File: src/rtl/pwrseq_pkg.sv
package pwrseq_pkg;
  typedef enum logic [1:0] {
    ST_RUN    = 2'd0,
    ST_BACKUP = 2'd1,
    ST_STAB   = 2'd2
  } pwr_state_e;
endpackage

File: src/rtl/pwrseq_wake_sync.sv
module pwrseq_wake_sync #(
  parameter int STAGES = 2
) (
  input  logic clk,
  input  logic rst,
  input  logic async_in,
  output logic sync_out
);
  logic [STAGES-1:0] chain_q;

  always_ff @(posedge clk) begin
    if (rst) chain_q[0] <= 1'b0;
    else     chain_q[0] <= async_in;
  end

  for (genvar i = 1; i < STAGES; i++) begin : g_stage
    always_ff @(posedge clk) begin
      if (rst) chain_q[i] <= 1'b0;
      else     chain_q[i] <= chain_q[i-1];
    end
  end

  assign sync_out = chain_q[STAGES-1];
endmodule

File: src/rtl/pwrseq_stab_timer.sv
module pwrseq_stab_timer #(
  parameter int STAB_CYCLES = 16384
) (
  input  logic clk,
  input  logic clr,
  input  logic en,
  output logic done
);
  localparam int CNT_W = (STAB_CYCLES > 2) ? $clog2(STAB_CYCLES) : 1;
  localparam logic [CNT_W-1:0] LAST = CNT_W'(STAB_CYCLES - 1);

  logic [CNT_W-1:0] cnt_q;

  always_ff @(posedge clk) begin
    if (clr)                     cnt_q <= '0;
    else if (en && cnt_q != LAST) cnt_q <= cnt_q + 1'b1;
  end

  assign done = en && (cnt_q == LAST);
endmodule

File: src/rtl/pwrseq_pd_flag.sv
module pwrseq_pd_flag (
  input  logic clk,
  input  logic set,
  input  logic clr,
  output logic flag
);
  always_ff @(posedge clk) begin
    if (clr)      flag <= 1'b0;
    else if (set) flag <= 1'b1;
  end
endmodule

File: src/rtl/retention_sequencer.sv
module retention_sequencer
  import pwrseq_pkg::*;
#(
  parameter int STAB_CYCLES = 16384,
  parameter int SYNC_STAGES = 2,
  parameter int SP_W        = 2
) (
  input  logic            clk,
  input  logic            por_rst,
  input  logic            wdt_rst,
  input  logic            vdrop_rst,
  input  logic            pof_cmd,
  input  logic            wake_in,
  output logic            osc_en,
  output logic            cpu_run,
  output logic            pc_reset,
  output logic            sp_init,
  output logic [SP_W-1:0] sp_init_value,
  output logic            pd_flag_test,
  output logic [1:0]      state_o
);
  pwr_state_e state_q, state_d;
  logic rst_any, wake_s, tmr_clr, tmr_en, tmr_done, flag_set;

  assign rst_any = por_rst | wdt_rst | vdrop_rst;

  pwrseq_wake_sync #(.STAGES(SYNC_STAGES)) u_wake_sync (
    .clk      (clk),
    .rst      (rst_any),
    .async_in (wake_in),
    .sync_out (wake_s)
  );

  assign tmr_clr = rst_any | (state_q == ST_BACKUP && wake_s);
  assign tmr_en  = (state_q == ST_STAB) && osc_en;

  pwrseq_stab_timer #(.STAB_CYCLES(STAB_CYCLES)) u_stab_timer (
    .clk  (clk),
    .clr  (tmr_clr),
    .en   (tmr_en),
    .done (tmr_done)
  );

  assign flag_set = (state_q == ST_RUN) && pof_cmd;

  pwrseq_pd_flag u_pd_flag (
    .clk  (clk),
    .set  (flag_set),
    .clr  (rst_any),
    .flag (pd_flag_test)
  );

  always_comb begin
    state_d = state_q;
    if (rst_any) begin
      state_d = ST_STAB;
    end else begin
      unique case (state_q)
        ST_RUN:    if (pof_cmd)  state_d = ST_BACKUP;
        ST_BACKUP: if (wake_s)   state_d = ST_STAB;
        ST_STAB:   if (tmr_done) state_d = ST_RUN;
        default:                 state_d = ST_STAB;
      endcase
    end
  end

  always_ff @(posedge clk) begin
    state_q  <= state_d;
    osc_en   <= (state_d != ST_BACKUP);
    cpu_run  <= (state_d == ST_RUN);
    pc_reset <= (state_q == ST_STAB) && (state_d == ST_RUN);
    sp_init  <= (state_q == ST_RUN) && (state_d == ST_BACKUP);
  end

  assign sp_init_value = {SP_W{1'b1}};
  assign state_o       = state_q;
endmodule

File: config.mk
export PLATFORM = sky130hd
export DESIGN_NAME = retention_sequencer
export DESIGN_NICKNAME = d
export VERILOG_FILES = /design/src/rtl/pwrseq_pkg.sv /design/src/rtl/pwrseq_wake_sync.sv /design/src/rtl/pwrseq_stab_timer.sv /design/src/rtl/pwrseq_pd_flag.sv /design/src/rtl/retention_sequencer.sv
export SDC_FILE = /design/constraint.sdc
export NUM_CORES = 1
export LEC_CHECK = 0
export BUFFER_PORTS_ARGS = -buffer_cell sky130_fd_sc_hd__buf_4
export CORE_MARGIN = 4
export CORE_UTILIZATION = 54
export CTS_CLUSTER_SIZE = 20
export DETAILED_ROUTE_END_ITERATION = 10
export PLACE_DENSITY_LB_ADDON = 0.15
export RECOVER_POWER = 50
export SYNTH_ARGS = -nofsm -noshare
export SYNTH_HDL_FRONTEND = slang
export SYNTH_SLANG_ARGS = --single-unit
File: constraint.sdc
create_clock -name clk -period 2.1 [get_ports clk]
set_input_delay 0.21 -clock clk [delete_from_list [all_inputs] [get_ports clk]]
set_output_delay 0.21 -clock clk [all_outputs]
set_load 0.005 [all_outputs]
==> run summary <==
Status: complete, no violations
Pwr Density: 551 mW/mm^2
CTS max path bufs: 2
Max VDD drop: 0.000388 V
H-tree levels: 1
CTS Sinks: 23
Period utilization: 87.1%
Detail Route Antenna Nets: 0
Clock Skew: 0.000841 ns
TNS Setup: 0 ns
Peak Freq: 547 MHz
Die area: 0.00271 mm^2
Number of global-route vias before repair: 767
DP Area: 0.00116 mm^2
Global-route wire length before repair: 3.30 mm
RSZ-0062 raised after global routing: false
Req. time, crit path: 2.30 ns
Leak: 0.435 nW
Hold Slack: 0.113 ns
Seq/Total Area, Yosys: 43.9%
Core Util, Final: 66.5%
Ys Warns: 0
Mapped Cells: 112
Total iterations of the first detailed-routing run: 4
Top cells by area, synth: dfxtp_1 44%, or3_1 5.4%, a21oi_1 4.3%
Post-synthesis async set-or-reset flop share: 0%
Syn avg cell area: 9.36 um^2
Detail Placement HPWL: 1.48 mm
Top_reg_cell synth: dfxtp_1
Inst Count DP: 148
CP max-delay cell: dfxtp_1
Top Ports: 15
CTS tree: done
WL/cell: 12.4 um
Yosys cell types: 36
Most instantiated cells after synthesis: 23 x dfxtp_1, 9 x a21oi_1, 9 x or3_1
Initial drt markers: 16
Clock Power Share: 29.5%
Register bit total from synthesis: 23
# fillers: 164
Share of layout cells above drive strength 1: 18.9%
Sequential power share: 67.2%
Setup-failing EPs final: 0
Syn-to-layout area delta: 13.1%
Nets: 135
Initial antenna violation count: 0
Number of flops mapped to enable cells by yosys: 0
Logic gate share of total power: 3.3%
RePlAce Congestion: 0.806
Clock slew at reported path FFs: 0.11 ns
Final instance area: 0.00119 mm^2
Internal power: 0.522 mW
Worst-path cell chain: ha_1, nand4_1, o41ai_4, buf_4, or3_1, a21oi_1
Rows: 15
Worst-skew pair later-pin latency: 0.30 ns
Vias per cell: 5.70
Gr usage total: 16.6%
GRT overflow: 0
CTS buffer count: 3
Sw Pwr: 0.131 mW
Largest net degree at the start of global routing: 13
Via count: 867
Crit end category: flip-flop
Worst Hold Class: primary input to flip-flop
Switching part of the total power: 20.1%
Die width: 52.1 um
Die height: 52.1 um
Pins Over Slew Limit: 0
Hold Fails Final Rpt: 0
Final std cells w/o fill: 152
CP peak stage delay: 0.42 ns
Hold-fix buffers, CTS: 0
Most common cell in the netlist: dfxtp_1
Yosys top cell by area: dfxtp_1
Core ar.: 0.00178 mm^2
Root Driver: clkbuf_4
WP data arrival: 2.03 ns
Max-cap viol count: 0
Synth Cell Area: 0.00105 mm^2
# DRC: 0
Top-area cell type share of the netlist area: 43.9%
Critical Path Source Type: flip-flop
Register area: 460 um^2
IO Port Bufs: 12
Routed WL: 1.88 mm
Critical path fanouts, max: 12
Area of the multi-input gates: 533 um^2
Crit path kind: flip-flop to flip-flop
Postcts setup bufs: 0
Post-cts sizing count: 0
Diode count: 0
Reg2Reg Setup Slack: 0.27 ns
Initial core utilization: 58.8%
Minimum clock period: 1.83 ns
==> placed cells by master (no fill, tap or decap), types with 2 or more instances in the layout <==
cell and n:
dfxtp_1 23, clkbuf_4 10, or3_1 9, a21oi_1 9, buf_4 8, nand3_1 7
inv_1 6, nand2_1 4, o31ai_1 4, o21ai_1 4, nor3_1 3, nor4_1 3
or4_1 3, o21ai_0 3, nor2_1 3, mux2i_1 2, and3_1 2, o2111ai_1 2
and2_0 2, xor2_1 2, a21oi_2 2, conb_1 2
==> metal layers <==
layer / track usage (%) / vias to the layer above / wire length [um]
met4: 7.86 / 0 / 30
li1: - / 446 / -
met3: 5.16 / 5 / 82
met1: 19.3 / 404 / 841
met5: 0 / - / 0
met2: 27.6 / 12 / 927
==> worst max-delay path, delay by kind of cell (launching register included) <==
family / cells / cell delay [ns]
AOI/OAI and AO/OA: 2 / 0.49
DFF: 1 / 0.42
and+or+nand+nor: 2 / 0.34
adders and majority gates: 1 / 0.25
buffers and inverters: 1 / 0.23
==> cell families after synthesis <==
logic type,count (synthesis),share of synthesized area [%]
AND/OR/NAND/NOR,43,25.7
AO/OA/AOI/OAI,29,19.7
flip-flops,23,43.9
buffers and inverters,11,5.61
XOR/XNOR,2,1.67
multiplexers,2,1.91
adder cells (fa/ha/maj),1,1.19
other,1,0.358
==> worst paths after layout <==
check	startpoint	to	depth (start not counted)
max	u_stab_timer.cnt_q[0]$_SDFFE_PP0P_	u_stab_timer.cnt_q[4]$_SDFFE_PP0P_	6
min	wake_in	u_wake_sync.chain_q[0]$_SDFF_PP0_	2
max reg2reg	u_stab_timer.cnt_q[0]$_SDFFE_PP0P_	u_stab_timer.cnt_q[4]$_SDFFE_PP0P_	6
min reg2reg	u_wake_sync.chain_q[0]$_SDFF_PP0_	u_wake_sync.sync_out$_SDFF_PP0_	1
==> sequential cells by signal, summed over array words and instances (netlist names) <==
register and count:
u_pd_flag.flag 1, cpu_run 1, u_stab_timer.cnt_q 14, u_wake_sync.sync_out 1
u_wake_sync.chain_q 1, osc_en 1, sp_init 1, state_o 2
pc_reset 1
==> stage by stage <==
stage          worst slack, ns  power [mW]
2_1_floorplan            0.411       0.461
3_3_place_gp             0.365       0.469
3_5_place_dp             0.280       0.471
4_1_cts                  0.257       0.665
5_1_grt                  0.129       0.688
6_report                 0.271       0.654
==> area by class of cell <==
class                   count  share of cell area [%]
repair buffers             15                    9.49
multi-input cells          79                    44.9
clock buffers               4                    2.22
flip-flops and latches     23                    38.8
inverters                   6                    1.90
well taps                  25                    2.64
==> power by group through the flow <==
stage                     Sequential, mW  Clock, mW  Combinational (mW)
after floorplan                    0.449          0              0.0123
after global placement             0.449          0              0.0203
after detailed placement           0.449          0              0.0216
after CTS                          0.439      0.204              0.0217
after global routing               0.440      0.224              0.0244
final                              0.439      0.193              0.0216
Note: power is estimated with default switching activity, not from simulation.
